## src/rtl/irqlog_boundary.sv

```systemverilog
module irqlog_boundary #(
  parameter int N_IRQ = 8,
  parameter logic [N_IRQ-1:0] WIDE_MASK = '0
) (
  input  logic             clk,
  input  logic             rst,
  input  logic [N_IRQ-1:0] irq_in,
  input  logic             log_en,
  output logic             log_act,
  output logic [N_IRQ-1:0] cap
);
  logic [N_IRQ-1:0] irq_prev;

  always_ff @(posedge clk) begin
    if (rst) begin
      log_act  <= 1'b0;
      irq_prev <= '0;
    end else begin
      log_act  <= log_en;
      irq_prev <= irq_in;
    end
  end

  // Per-line capture: wide sources by edge, narrow sources by level
  for (genvar i = 0; i < N_IRQ; i++) begin : g_line
    if (WIDE_MASK[i]) begin : g_wide
      assign cap[i] = log_act & irq_in[i] & ~irq_prev[i];
    end else begin : g_narrow
      assign cap[i] = log_act & irq_in[i];
    end
  end

  // logging state follows the enable with one cycle of delay
  a_r3_enable_delay: assert property (@(posedge clk) disable iff (rst)
    log_en |=> log_act);
endmodule

```

## src/rtl/irqlog_store.sv

```systemverilog
module irqlog_store #(
  parameter int N_IRQ = 8
) (
  input  logic             clk,
  input  logic             rst,
  input  logic [N_IRQ-1:0] cap,
  input  logic             test_done,
  output logic [N_IRQ-1:0] pend,
  output logic [N_IRQ-1:0] replay
);
  always_ff @(posedge clk) begin
    if (rst) begin
      pend   <= '0;
      replay <= '0;
    end else if (test_done) begin
      replay <= pend | cap;
      pend   <= '0;
    end else begin
      replay <= '0;
      pend   <= pend | cap;
    end
  end

  // pending bits only fall on a test-done strobe
  a_r7_sticky: assert property (@(posedge clk) disable iff (rst)
    !test_done |=> ((pend & $past(pend)) == $past(pend)));

  // pending vector empty after a strobe
  a_r8_cleared: assert property (@(posedge clk) disable iff (rst)
    test_done |=> (pend == '0));

  // replay only in the cycle right after a strobe
  a_r10_one_cycle: assert property (@(posedge clk) disable iff (rst)
    !test_done |=> (replay == '0));
endmodule

```

## src/rtl/irq_replay_logger.sv

```systemverilog
module irq_replay_logger #(
  parameter int N_IRQ = 8,
  parameter logic [N_IRQ-1:0] WIDE_MASK = '0
) (
  input  logic             clk,
  input  logic             rst,
  input  logic [N_IRQ-1:0] irq_in,
  input  logic             log_en,
  input  logic             test_done,
  output logic [N_IRQ-1:0] irq_out,
  output logic [N_IRQ-1:0] logged
);
  logic             log_act;
  logic [N_IRQ-1:0] cap;
  logic [N_IRQ-1:0] replay;

  irqlog_boundary #(.N_IRQ(N_IRQ), .WIDE_MASK(WIDE_MASK)) u_bnd (
    .clk(clk), .rst(rst), .irq_in(irq_in), .log_en(log_en),
    .log_act(log_act), .cap(cap)
  );

  irqlog_store #(.N_IRQ(N_IRQ)) u_store (
    .clk(clk), .rst(rst), .cap(cap), .test_done(test_done),
    .pend(logged), .replay(replay)
  );

  assign irq_out = (log_act ? '0 : irq_in) | replay;

  // transparent when logging was off and no strobe came last cycle
  a_r2_transparent: assert property (@(posedge clk) disable iff (rst)
    (!$past(rst) && !$past(log_en) && !$past(test_done)) |-> (irq_out == irq_in));

  // nothing forwarded while logging is active outside replay
  a_r4_blocked: assert property (@(posedge clk) disable iff (rst)
    (!$past(rst) && $past(log_en) && !$past(test_done)) |-> (irq_out == '0));
endmodule

```

## config.mk

```make
export PLATFORM = sky130hd
export DESIGN_NAME = irq_replay_logger
export DESIGN_NICKNAME = d
export VERILOG_FILES = /design/src/rtl/irqlog_boundary.sv /design/src/rtl/irqlog_store.sv /design/src/rtl/irq_replay_logger.sv
export SDC_FILE = /design/constraint.sdc
export NUM_CORES = 1
export LEC_CHECK = 0
export ABC_CLOCK_PERIOD_IN_PS = 1200
export BUFFER_PORTS_ARGS = -buffer_cell sky130_fd_sc_hd__buf_2
export CORE_AREA = 2 2 43 45
export CTS_CLUSTER_DIAMETER = 150
export CTS_CLUSTER_SIZE = 28
export DETAILED_ROUTE_END_ITERATION = 8
export DIE_AREA = 0 0 45 47
export GPL_TIMING_DRIVEN = 0
export PLACE_DENSITY = 0.73
export SLEW_MARGIN = 15
export SYNTH_ARGS = -nofsm -noshare
export SYNTH_HDL_FRONTEND = slang
export SYNTH_SLANG_ARGS = --single-unit
```

## constraint.sdc

```tcl
create_clock -name clk -period 1.2 [get_ports clk]
set_clock_uncertainty 0.15 [all_clocks]
set_input_delay 0.24 -clock clk [delete_from_list [all_inputs] [get_ports clk]]
set_output_delay 0.24 -clock clk [all_outputs]
set_load 0.02 [all_outputs]
```

==> impl_metrics.toml, run 1 <==
[synth]
synth_ff_type = "dfxtp_1"
synth_area_leader_cell = "dfxtp_1"
synth.most_common_cell = "dfxtp_1"
synth-seq-area-share = 0.599
synth_area_leaders = "dfxtp_1 60%, a21o_1 11%, nor2_2 7.7%, a21oi_1 6.2%, nor2_1 5.9%"
synthCells = 56
ys_ff_latch = 17
synth.distinct_cells = 13
synth_edf_count = 0
synthesis.area_um2 = 568
syn-num-nets = 68
yosys-top-cells-count = "17 x dfxtp_1, 9 x nor2_1, 8 x a21o_1"
yosysWarnings = 0
avgSynthCellArea_um2 = 10.1
yosys.area.top_type_share = 0.599
synth_async_sr_flop_share = 0

[worst_setup_path]
crit_family = "flip-flops"
crit_required_ns = 0.81
crit_path_max_incr_delay_ns = 0.39
r2r_cells = 3
timing.critical_path.buf_inv = 2
start_kind = "flop"
crit_fanout = 8
crit_chain = "inv_6 -> a21o_1 -> buf_6"
critical_path_class = "flop to output port"
end_kind = "output port"
worst_path_max_delay_cell = "dfxtp_4"
arrival_ns = 1.05
crit_cells = 3

[floorplanning]
start_util = 0.344
num_rows = 15
die_h_um = 47
dieArea_um2 = 2120
core-area_um2 = 1650
io_pins = 28
die_w_um = 45

[layout]
regArea_um2 = 352
fillers = 162
fin_area_um2 = 856
area_growth_pct = 50.7
final_core_util = 0.518
multi_input_area_um2 = 200
n_antenna_cell = 0
nets = 102
drive_above_1_share = 0.573

[timing]
fin_tns_setup_ns = -1.79
worstMarginPinSlew_ns = 0.238
holdWs_ns = 0.00384
setup_slack_ns = -0.235
rsz0062_at_grt = "yes"
final-max-slew-violation-count = 0
min_period_over_period = 1.20
max_slew_margin = 0.841
min_period_ns = 1.44
max_freq_ghz = 0.697
finalSetupViolations = 8
hold_violations = 0

[clocking]
cts_buffers = 3
path_clk_slew_ns = 0.10
htree_levels = 1
clk_latency_ns = 0.29
clock_path_buffers = 2
cts-root-buf = "clkbuf_4"
cts_tree = "done"
cts_sinks = 17

[place]
dp_hpwl_um = 778
routabilityCongestion = 0.610
port_buffers = 27
placed_area_um2 = 724
pre_cts_ws_ns = -0.0907

[global_route]
grt_max_degree = 11
grt_pass1_wl_um = 1770
antenna_found_initial = 0
grt_pass1_vias = 415
overflow = 0
grt_use_total = 0.120

[min_path]
hp-class = "input port to flop"
worstHoldPathCells = 2

[power]
p_leak_nw = 0.421
irDropWorstVdd_v = 0.000572
power_density_nw_per_um2 = 1250

[detailed_routing]
detail_route.first_pass.iterations = 2
wl_per_cell_um = 11.2
drt-vias-per-instance = 4.66
antenna_left = 0
post-route-drc-count = 0
initialDrtViolationCount = 2
dr_total_vias = 494
drt_wl_total_um = 1190

[job]
cap_violations = 0

[outcome]
status = "finished with violations"
violations = "negative setup slack"
-- timing repair --
action                     4_1_cts  5_1_grt
setup endpoints to repair        9       16
hold endpoints to repair         1        0
hold buffers                     1        0
gates resized for setup         22       13
setup buffers                    1        1
pin swaps                        1        7
-- worst paths after layout --
kind | from | to | slack [ns]
worst min-delay path | log_en | u_bnd.log_act | 0.004
worst min register to register | u_store.pend[5] | u_store.pend[5] | 0.33
worst max register to register | u_bnd.log_act | u_store.replay[3] | 0.12
worst max-delay path | u_bnd.log_act | irq_out[4] | -0.24
-- report_power, final --
group | internal, mW | total (mW) | switching, mW
clock | 0.124 | 0.299 | 0.175
combinational | 0.0923 | 0.187 | 0.0952
sequential | 0.578 | 0.586 | 0.00775
-- cell type report --
class,count,area share
clock buffer,3,0.0263
timing repair buffer,30,0.269
clock inverter,1,0.00585
sequential,17,0.411
buffer,2,0.0190
inverter,1,0.0102
multi-input combinational,35,0.234
tap,17,0.0249
-- placed cells by master, fill, tap and decap left out --
| cell type | n |
|---|---|
| clkbuf_4 | 3 |
| buf_6 | 9 |
| clkinv_2 | 1 |
| dlygate4sd3_1 | 1 |
| buf_2 | 12 |
| a21oi_1 | 7 |
| nand2b_1 | 1 |
| dfxtp_2 | 6 |
| buf_4 | 10 |
| nor2b_1 | 1 |
| nor2_1 | 9 |
| or2_1 | 1 |
| dfxtp_4 | 1 |
| nor2_2 | 7 |
| inv_6 | 1 |
| a21o_1 | 8 |
| dfxtp_1 | 10 |
| a21oi_2 | 1 |
-- cell families after synthesis --
logic type,count (synthesis),synth area share
buffers and inverters,4,0.0484
DFF,17,0.599
AOI/OAI and AO/OA,16,0.183
and+or+nand+nor,19,0.170
-- per-stage QoR --
| stage | total power [mW] | instances |
|---|---|---|
| after CTS | 1.08 | 106 |
| after global placement | 0.747 | 100 |
| after global routing | 1.12 | 106 |
| after floorplan | 0.692 | 56 |
| after detailed placement | 0.748 | 100 |
| final | 1.07 | 106 |
-- flip-flops by register name (all words and copies together), names as in the netlist --
| register | count |
|---|---|
| u_store.pend | 8 |
| u_bnd.log_act | 1 |
| u_store.replay | 8 |
-- routing by layer --
| metal | vias to the layer above | global-route usage | share of wire |
|---|---|---|---|
| li1 | 247 | - | - |
| met1 | 226 | 0.147 | 0.42 |
| met2 | 21 | 0.174 | 0.49 |
| met3 | 0 | 0.0654 | 0.092 |
| met4 | 0 | 0.0529 | 0 |
| met5 | - | 0 | 0 |
Note: power is estimated with default switching activity, not from simulation.
==> inputs of run 2 (changes only) <==
--- a/config.mk
+++ b/config.mk
@@ -14,6 +14,7 @@
 export DIE_AREA = 0 0 45 47
 export GPL_TIMING_DRIVEN = 0
 export PLACE_DENSITY = 0.73
+export REMOVE_ABC_BUFFERS = 1
 export SLEW_MARGIN = 15
 export SYNTH_ARGS = -nofsm -noshare
 export SYNTH_HDL_FRONTEND = slang
==> run 2 against run 1 <==
  * The run still ends with negative setup slack left
  * Via count decreased by 3.8%
  * Die area unchanged
  * Non-clock buffer count decreased by 3
  * Sequential power about the same
  * Wire length increased by 1.7%
  * First-iteration DRC count decreased by 50%
  * Flip-flop and latch count unchanged
  * Critical path depth unchanged
  * Total power decreased by 1.7%
  * Worst setup slack improved by 0.040 ns
  * Final cell count decreased by 2.8%
  * Register-to-register slack about the same
==> impl_metrics.toml, run 2 (synthesis results as in run 1) <==
[worst_setup_path]
start_kind = "flop"
crit_required_ns = 0.81
endpoint = "irq_out[3]"
reg2reg_from = "u_bnd.log_act"
worstSetupStartpoint = "u_bnd.log_act"
r2r_end = "u_store.replay[5]"
end_kind = "output port"
critical_path_class = "flop to output port"
crit_fanout = 8
arrival_ns = 1.01
r2r_cells = 3
regToRegSetupSlack_ns = 0.11

[job]
cap_violations = 0

[global_route]
grt_max_degree = 11
grt_pass1_wl_um = 1930
grt_use_total = 0.128
antenna_found_initial = 0
grt_pass1_vias = 476
overflow = 0

[layout]
final_cell_mix = "15 x dfxtp_1, 13 x buf_2, 9 x nor2_1"
top_regs = "u_store.pend: 8 flops, u_store.replay: 8 flops, u_bnd.log_act: 1 flops"
drive_above_1_share = 0.500
fin_cells = 103
n_antenna_cell = 0
final_core_util = 0.497
final_common_cell = "dfxtp_1"
area_growth_pct = 44.5
fin_area_um2 = 821
nets = 99

[place]
placed_area_um2 = 701
routabilityCongestion = 0.653
port_buffers = 27
pre_cts_ws_ns = -0.248
post-place-cells = 97
dp_hpwl_um = 819

[power]
power.total_mw = 1.05
irDropWorstVdd_v = 0.000732
power_density_nw_per_um2 = 1280
p_sw_uw = 267
comb_power_share = 0.172
p_clk_frac = 0.273
seqPwrFrac = 0.555
p_leak_nw = 0.404
p_sw_frac = 0.253
power.internal_uw = 787

[clocking]
clk_latency_ns = 0.28
cts_tree = "done"
htree_levels = 1
cts_sinks = 17
cts-root-buf = "clkbuf_4"
cts_buffers = 3
clock_path_buffers = 2
path_clk_slew_ns = 0.09

[detailed_routing]
post-route-drc-count = 0
initialDrtViolationCount = 1
detail_route.first_pass.iterations = 4
antenna_left = 0
wl_per_cell_um = 11.7
drt_wl_total_um = 1210
drt-vias-per-instance = 4.61
dr_total_vias = 475

[timing]
fin_tns_setup_ns = -1.46
min_period_over_period = 1.16
final-max-slew-violation-count = 0
hold_violations = 0
min_period_ns = 1.40
finalSetupViolations = 8
rsz0062_at_grt = "yes"
max_freq_ghz = 0.717
max_slew_margin = 0.708
holdWs_ns = 0.0192
worstMarginPinSlew_ns = 0.438
setup_slack_ns = -0.195

[outcome]
violations = "negative setup slack"
status = "finished with violations"

[floorplanning]
dieArea_um2 = 2120
io_pins = 28
start_util = 0.344
core-area_um2 = 1650
num_rows = 15
die_h_um = 47
die_w_um = 45

[min_path]
hp-class = "input port to flop"
## run 2: area by class of cell
| cell class | count | area (um^2) |
|---|---|---|
| clock inverter | 1 | 5.00 |
| multi-input combinational | 35 | 200 |
| timing repair buffer | 29 | 218 |
| tap | 17 | 21.3 |
| sequential | 17 | 345 |
| inverter | 1 | 8.76 |
| fill | 158 | 831 |
| clock buffer | 3 | 22.5 |
## run 2: routing by layer
metal / routed length, um / vias to the layer above / track usage / share of wire
li1: - / 242 / - / -
met1: 493 / 216 / 0.158 / 0.41
met2: 626 / 17 / 0.203 / 0.52
met3: 88 / 0 / 0.0346 / 0.073
met4: 0 / 0 / 0.0706 / 0
met5: 0 / - / 0 / 0
## run 2: worst max-delay path, stage by stage (launching register included)
cell	delay, ns
dfxtp_4	0.38
inv_6	0.05
a21o_1	0.17
buf_6	0.13
## run 2: power groups by stage
| stage | Sequential (mW) | Combinational [mW] | Clock, mW |
|---|---|---|---|
| floorplan | 0.607 | 0.0775 | 0 |
| global placement | 0.602 | 0.137 | 0 |
| detailed placement | 0.601 | 0.139 | 0 |
| CTS | 0.585 | 0.178 | 0.298 |
| global route | 0.587 | 0.196 | 0.320 |
| finish | 0.585 | 0.181 | 0.288 |
## run 2: how the worst min path moves through the flow
stage	from	end	slack, ns	depth (start not counted)
2_1_floorplan	rst	u_bnd.log_act	0.16	1
3_3_place_gp	rst	u_bnd.log_act	0.27	2
3_5_place_dp	rst	u_bnd.log_act	0.27	2
4_1_cts	log_en	u_bnd.log_act	0.01	2
5_1_grt	log_en	u_bnd.log_act	0.04	2
6_report	log_en	u_bnd.log_act	0.02	2
## run 2: what timing repair did
| item | CTS | global route |
|---|---|---|
| cloned | 0 | 0 |
| hold buffers | 1 | 0 |
| setup buffers | 1 | 0 |
| hold endpoints to repair | 1 | 0 |
| gates resized for setup | 20 | 7 |
| pin swaps | 1 | 0 |
| setup endpoints to repair | 8 | 14 |
==> inputs of run 3 (changes only) <==
--- a/config.mk
+++ b/config.mk
@@ -13,7 +13,7 @@
 export DETAILED_ROUTE_END_ITERATION = 8
 export DIE_AREA = 0 0 45 47
 export GPL_TIMING_DRIVEN = 0
-export PLACE_DENSITY = 0.73
+export PLACE_DENSITY_LB_ADDON = 0.2
 export REMOVE_ABC_BUFFERS = 1
 export SLEW_MARGIN = 15
 export SYNTH_ARGS = -nofsm -noshare
==> run 3 against run 2 <==
  * Clock-buffer cell count grew 1
  * Register-to-register slack is essentially flat
  * Final area grew 2.0%
  * Critical path type unchanged
  * Utilization grew 0.98 points
  * Non-clock buffer count grew 1
  * Global-route usage shrank 1.0 points
  * Die area is the same
  * Sequential power is essentially flat
  * Highest routed layer is now met4
  * First-iteration DRC count grew to 10 times the previous value
  * The run still ends with negative setup slack left
  * Flip-flop and latch count is the same
  * Largest cell class unchanged
==> impl_metrics.toml, run 3 (synthesis results as in run 1) <==
[detailed_routing]
initialDrtViolationCount = 10
wl_per_cell_um = 11.1
dr_total_vias = 478
drt_wl_total_um = 1150
antenna_left = 0
post-route-drc-count = 0
drt-vias-per-instance = 4.60
detail_route.first_pass.iterations = 3

[clocking]
cts_sinks = 17
clk_latency_ns = 0.28
clock_path_buffers = 2
cts_tree = "done"
cts-root-buf = "clkbuf_4"
cts_buffers = 3
htree_levels = 1
path_clk_slew_ns = 0.09

[layout]
n_antenna_cell = 0
regArea_um2 = 350
drive_above_1_share = 0.540
fillers = 157
final_cell_mix = "11 x buf_2, 11 x dfxtp_1, 10 x buf_4"
multi_input_area_um2 = 200
top_regs = "u_store.pend: 8 flops, u_store.replay: 8 flops, u_bnd.log_act: 1 flops"
nets = 100
area_growth_pct = 47.4
final_core_util = 0.507

[worst_setup_path]
end_kind = "output port"
start_kind = "flop"
crit_fanout = 8
worstSetupStartpoint = "u_bnd.log_act"
reg2reg_from = "u_bnd.log_act"
arrival_ns = 1.00
regToRegSetupSlack_ns = 0.12
critical_path_class = "flop to output port"
crit_required_ns = 0.81

[global_route]
grt_pass1_wl_um = 1700
grt_max_degree = 10
grt_use_total = 0.118
grt_pass1_vias = 410
antenna_found_initial = 0
overflow = 0

[power]
irDropWorstVdd_v = 0.000547
p_leak_nw = 0.408
power_density_nw_per_um2 = 1280

[timing]
max_slew_margin = 0.706
hold_violations = 0
max_freq_ghz = 0.719
finalSetupViolations = 8
final-max-slew-violation-count = 0
min_period_ns = 1.39
fin_tns_setup_ns = -1.49
min_period_over_period = 1.16
rsz0062_at_grt = "yes"
holdWs_ns = 0.00525
setup_slack_ns = -0.191
worstMarginPinSlew_ns = 0.441

[place]
port_buffers = 27
routabilityCongestion = 0.689
dp_hpwl_um = 771

[floorplanning]
start_util = 0.344
dieArea_um2 = 2120
die_w_um = 45
core-area_um2 = 1650
io_pins = 28
die_h_um = 47
num_rows = 15

[min_path]
min_from = "log_en"
hp-class = "input port to flop"

[outcome]
status = "finished with violations"
violations = "negative setup slack"

[job]
cap_violations = 0
-- run 3: changes by cell type in the layout (fill, tap and decap cells not counted), sizes merged --
cell / delta
buf: +1
clkinv: -1
clkbuf: +1
-- run 3: final timing paths --
check,endpoint,depth (start not counted)
max,irq_out[1],3
min,u_bnd.log_act,2
max reg2reg,u_store.replay[7],3
min reg2reg,u_store.pend[2],2
-- run 3: critical path, stage by stage (launching register included) --
cell	delay, ns
dfxtp_4	0.38
inv_6	0.05
a21o_1	0.16
buf_6	0.13
-- run 3: layout make-up --
class / instances / share of cell area
clock buffers: 4 / 0.0314
repair buffers: 30 / 0.275
flip-flops and latches: 17 / 0.419
multi-input cells: 35 / 0.239
inverters: 1 / 0.0105
well taps: 17 / 0.0254
-- run 3: per-layer routing --
layer	routed length [um]	GRT usage	vias to the layer above
met1	503	0.126	218
met3	63	0.0500	2
met2	564	0.186	14
met4	18	0.0882	0
met5	0	0	-
li1	-	-	244
-- run 3: repair_timing --
item / in CTS / in global routing
buffers inserted: 1 / 1
endpoints found under the hold margin: 1 / 0
hold buffers: 1 / 0
endpoints found under the setup margin: 9 / 16
resized for setup: 21 / 12
pin swaps: 1 / 0
-- run 3: report_power, final --
part	total, mW	switching [mW]	internal [mW]
Clock	0.303	0.174	0.129
Sequential	0.585	0.00704	0.578
Combinational	0.181	0.0930	0.0881
-- run 3: through the flow --
stage	setup WS, ns	area (um^2)	power [mW]	cells
after global placement	-0.256	701	0.738	97
final	-0.191	837	1.07	104
after detailed placement	-0.230	701	0.739	97
after CTS	-0.202	806	1.07	103
after floorplan	0.00826	544	0.684	53
after global routing	-0.250	837	1.12	104
